$ cat config.mk
export PLATFORM = sky130hd
export DESIGN_NAME = irq_chain_ctrl
export DESIGN_NICKNAME = d
export VERILOG_FILES = /design/src/rtl/irq_chain_pkg.sv /design/src/rtl/irq_mask_reg.sv /design/src/rtl/irq_svc_track.sv /design/src/rtl/irq_req_gen.sv /design/src/rtl/irq_chain_pass.sv /design/src/rtl/irq_chain_ctrl.sv
export SDC_FILE = /design/constraint.sdc
export NUM_CORES = 1
export LEC_CHECK = 0
export BUFFER_PORTS_ARGS = -buffer_cell sky130_fd_sc_hd__buf_2
export CELL_PAD_IN_SITES_DETAIL_PLACEMENT = 1
export CELL_PAD_IN_SITES_GLOBAL_PLACEMENT = 2
export CORE_UTILIZATION = 26
export CTS_BUF_LIST = sky130_fd_sc_hd__clkbuf_8
export CTS_CLUSTER_DIAMETER = 100
export CTS_CLUSTER_SIZE = 28
export DETAILED_ROUTE_END_ITERATION = 8
export PLACE_DENSITY = 0.81
export RECOVER_POWER = 50
export SLEW_MARGIN = 10
export SYNTH_ARGS = -nofsm -noshare
export SYNTH_HDL_FRONTEND = slang
export SYNTH_SLANG_ARGS = --single-unit
export TNS_END_PERCENT = 50
$ cat constraint.sdc
create_clock -name clk -period 1.6 [get_ports clk]
set_clock_uncertainty 0.1 [all_clocks]
set_input_delay 0.4 -clock clk [delete_from_list [all_inputs] [get_ports clk]]
set_output_delay 0.4 -clock clk [all_outputs]
set_load 0.01 [all_outputs]
$ cat src/rtl/irq_chain_pkg.sv
package irq_chain_pkg;
  localparam int unsigned SRC_COUNT = 8;

  typedef enum logic {
    MODE_DIRECT = 1'b0,
    MODE_CHAIN  = 1'b1
  } chain_mode_e;

  function automatic logic gate_for(input chain_mode_e mode, input logic en_in);
    return (mode == MODE_CHAIN) ? en_in : 1'b1;
  endfunction
endpackage

$ cat src/rtl/irq_mask_reg.sv
module irq_mask_reg #(
  parameter int unsigned NSRC = 8
) (
  input  logic            clk,
  input  logic            rst,
  input  logic            wr_en,
  input  logic [NSRC-1:0] wr_data,
  input  logic [NSRC-1:0] stat,
  output logic            any_hit
);
  logic [NSRC-1:0] mask_q;
  logic [NSRC-1:0] hit;

  always_ff @(posedge clk) begin
    if (rst)        mask_q <= '0;
    else if (wr_en) mask_q <= wr_data;
  end

  for (genvar i = 0; i < NSRC; i++) begin : g_src
    assign hit[i] = stat[i] & mask_q[i];
  end

  assign any_hit = |hit;
endmodule

$ cat src/rtl/irq_svc_track.sv
module irq_svc_track (
  input  logic clk,
  input  logic rst,
  input  logic ack_n,
  input  logic req_live,
  input  logic gate_open,
  input  logic done,
  output logic in_svc,
  output logic take
);
  logic ack_prev;
  logic ack_edge;

  always_ff @(posedge clk) begin
    if (rst) ack_prev <= 1'b1;
    else     ack_prev <= ack_n;
  end

  assign ack_edge = ack_prev & ~ack_n;
  // done has priority over a simultaneous acknowledge
  assign take = ack_edge & req_live & gate_open & ~done;

  always_ff @(posedge clk) begin
    if (rst)       in_svc <= 1'b0;
    else if (done) in_svc <= 1'b0;
    else if (take) in_svc <= 1'b1;
  end
endmodule

$ cat src/rtl/irq_req_gen.sv
module irq_req_gen (
  input  logic clk,
  input  logic rst,
  input  logic any_hit,
  input  logic gate_open,
  input  logic in_svc,
  input  logic take,
  output logic req_n
);
  logic raise;

  assign raise = any_hit & gate_open & ~in_svc & ~take;

  always_ff @(posedge clk) begin
    if (rst) req_n <= 1'b1;
    else     req_n <= ~raise;
  end
endmodule

$ cat src/rtl/irq_chain_pass.sv
module irq_chain_pass
  import irq_chain_pkg::*;
(
  input  chain_mode_e mode,
  input  logic        en_in,
  input  logic        req_n,
  input  logic        in_svc,
  output logic        en_out,
  output logic        gate_open
);
  assign gate_open = gate_for(mode, en_in);

  always_comb begin
    if (mode == MODE_CHAIN) en_out = en_in & req_n & ~in_svc;
    else                    en_out = en_in;
  end
endmodule

$ cat src/rtl/irq_chain_ctrl.sv
module irq_chain_ctrl
  import irq_chain_pkg::*;
#(
  parameter int unsigned NSRC = SRC_COUNT
) (
  input  logic            clk,
  input  logic            rst,
  input  logic [NSRC-1:0] src_stat,
  input  logic            mask_we,
  input  logic [NSRC-1:0] mask_wdata,
  input  logic            chain_mode,
  input  logic            chain_en_in,
  input  logic            iack_n,
  input  logic            svc_done,
  output logic            irq_n,
  output logic            chain_en_out
);
  chain_mode_e mode;
  logic any_hit, gate_open, in_svc, take;

  assign mode = chain_mode_e'(chain_mode);

  irq_mask_reg #(.NSRC(NSRC)) u_mask (
    .clk(clk), .rst(rst), .wr_en(mask_we), .wr_data(mask_wdata),
    .stat(src_stat), .any_hit(any_hit)
  );

  irq_svc_track u_svc (
    .clk(clk), .rst(rst), .ack_n(iack_n), .req_live(~irq_n),
    .gate_open(gate_open), .done(svc_done), .in_svc(in_svc), .take(take)
  );

  irq_req_gen u_req (
    .clk(clk), .rst(rst), .any_hit(any_hit), .gate_open(gate_open),
    .in_svc(in_svc), .take(take), .req_n(irq_n)
  );

  irq_chain_pass u_pass (
    .mode(mode), .en_in(chain_en_in), .req_n(irq_n), .in_svc(in_svc),
    .en_out(chain_en_out), .gate_open(gate_open)
  );
endmodule

==> results.md <==
* Status: finished with violations
* Failing checks: DRC
* Yosys top cell by area: dfxtp_1
* Clk buf depth at 2
* GRT Util Overall at 13.8%
* PD cells at 1040 nW/um2
* Final worst path period need at 1.54 ns
* R2R setup slack at 0.45 ns
* Starting Density at 28.9%
* Arrival time worst endpoint at 1.04 ns
* Crit-path slowest cell: dfxtp_2
* Hold_buf cts at 0
* Dpl cell area at 581 um2
* Die footprint at 1900 um2
* Post-synthesis instance total at 43
* Worst-path clk slew at 0.05 ns
* Final cell count without fillers at 86
* Layout cells sized above 1 at 41.4%
* Detail Placement HPWL at 844 um
* Mean Syn Cell Area at 10.5 um2
* Top cells by area, synth: dfxtp_1, mux2i_1, a22oi_1
* Delay-heaviest family, CP: flip-flops
* Die Width at 43.6 um
* Hold Path Origin: svc_done
* Leakage power total at 0.309 nW
* CP Class: reg2out
* # port buffers at 24
* Setup-failing EPs final at 0
* Hold Path Sink: u_svc.in_svc
* CTS Root Cell: clkbuf_8
* Post-synthesis instance area at 450 um2
* Num CTS Buffers at 3
* Hold Path Class: in2reg
* Sequential share of the synthesized area at 48.9%
* Largest net degree at the start of global routing at 12
* Vias per cell at 4.84
* Gp weighted congestion at 0.665
* Worst slew pin tran at 0.562 ns
* Worst-path cell chain: or2b_1 > a21boi_1 > buf_2
* Latest clock arrival within the worst-skew pair at 0.24 ns
* Grt total ovfl at 0
* Die Y at 43.6 um
* Startpoint types: flop
* Max_cap viols at 0
* Synth top area share at 48.9%
* Post-Route WL at 1.11 mm
* DRC viols at 2
* RSZ-0062 raised after global routing: false
* Number of global-route vias before repair at 397
* I/O pin total at 25
* Post-synth top flop: dfxtp_1
* Drt wl/cell at 12.8 um
* Area grow syn2layout at 40.3%
* Reg2Reg Depth at 4
* Synth cell types at 15
* Synth cell count leaders: dfxtp_1, mux2i_1, nor2_1
* Critical Path RT at 1.10 ns
* Syn_nets at 66
* Cell Rows at 14
* Fin nets at 94
* Drt pass-1 iters at 5
* Core area at 1560 um2
* Flops & latches, synth at 11
* TritonCTS Sinks at 11
* Crit end category: primary output
* Design area at 632 um2
* Total number of vias at 416
* DR iter-0 viols at 3
* Yosys warns at 0
* Ys async rst share at 0%
* Post-route ant nets at 0
* Setup TNS Final at 0 ns
* Antenna diode count at 0
* CP Max Fanout at 2
* Reg2Reg Capture Point: u_svc.in_svc
* VDD IR max at 0.555 mV
* Buffer and inverter count on the worst path at 1
* Initial antenna violation count at 0
* Tcrit/Tclk final at 96.2%
* Slew HR at 62.5%
* Top-count cell post-synth: dfxtp_1
* CTS tree: yes
* Max Transition Viols Final at 0
* WHS Path Cells at 2
* Max Fclk at 0.650 GHz
* R2R Path Start: u_req.req_n
* First-pass GRT wire length at 1.77 mm
* Post-Place Cells at 81
* Hold violation total from the final report at 0
* CTS H-Tree Depth at 1
* Post-synth EDFFs at 0
* Max incr delay on CP at 0.32 ns
-- routing by layer --
layer	routed length (um)	GRT usage [%]
met1	452	15.1
met2	549	21.2
met3	71	6.25
met4	31	9.38
met5	0	0
-- cell families after synthesis --
group,after synthesis,share of synthesized area [%]
multiplexers,8,17.8
flip-flops,11,48.9
AO/OA/AOI/OAI,6,9.44
buffers and inverters,2,2.22
AND/OR/NAND/NOR,16,21.7
-- registers in the layout (all words and copies together) (netlist names) --
register        count
u_req.req_n         1
u_svc.ack_prev      1
u_mask.mask_q       8
u_svc.in_svc        1
-- how the worst max path moves through the flow --
stage,start,endpoint,slack [ns],cells past startpoint
after floorplan,u_req.req_n,chain_en_out,0.15,2
after global placement,u_req.req_n,chain_en_out,0.22,3
after detailed placement,u_req.req_n,chain_en_out,0.19,3
after CTS,u_req.req_n,chain_en_out,0.01,3
after global routing,u_req.req_n,chain_en_out,0.02,3
final,u_req.req_n,chain_en_out,0.06,3
-- worst register-to-register path: stages (launching register included) --
cell and delay (ns):
dfxtp_2 0.31, buf_4 0.13, nor4b_4 0.28, a21oi_1 0.09, nor3_1 0.15
-- repair_timing --
| item | 4_1_cts | 5_1_grt |
|---|---|---|
| gates resized for setup | 1 | 1 |
| setup endpoints to repair | 1 | 1 |
| setup buffers | 1 | 0 |
-- cells in the final DEF (no fill, tap or decap), drive strengths merged, types with 2 or more instances in the layout --
| cell | netlist | layout |
|---|---|---|
| dfxtp | 11 | 11 |
| nor4b | 2 | 2 |
| a22oi | 4 | 4 |
| buf | 2 | 23 |
| clkbuf | 0 | 5 |
| mux2i | 8 | 8 |
| nor2 | 8 | 8 |
-- layout make-up --
class | instances | area [um2]
Sequential cell | 11 | 221
Multi-Input combinational cell | 30 | 220
Clock inverter | 1 | 3.75
Fill cell | 203 | 927
Timing Repair Buffer | 25 | 125
Tap cell | 16 | 20.0
Clock buffer | 3 | 41.3
-- power breakdown --
| group | internal (mW) | switching, mW | total, mW |
|---|---|---|---|
| Clock | 0.168 | 0.104 | 0.273 |
| Sequential | 0.291 | 0.00816 | 0.299 |
| Combinational | 0.0483 | 0.0386 | 0.0869 |
| Total | 0.508 | 0.151 | 0.659 |
-- per-stage QoR --
stage	setup slack [ns]	hold WS (ns)	utilization, %	power [mW]
final	0.0604	0.297	40.5	0.659
after global routing	0.0172	0.302	40.5	0.697
after CTS	0.0130	0.293	40.7	0.670
after detailed placement	0.194	0.386	37.2	0.389
after global placement	0.220	0.374	37.2	0.386
after floorplan	0.152	0.343	-	0.347
Note: power is estimated with default switching activity, not from simulation.
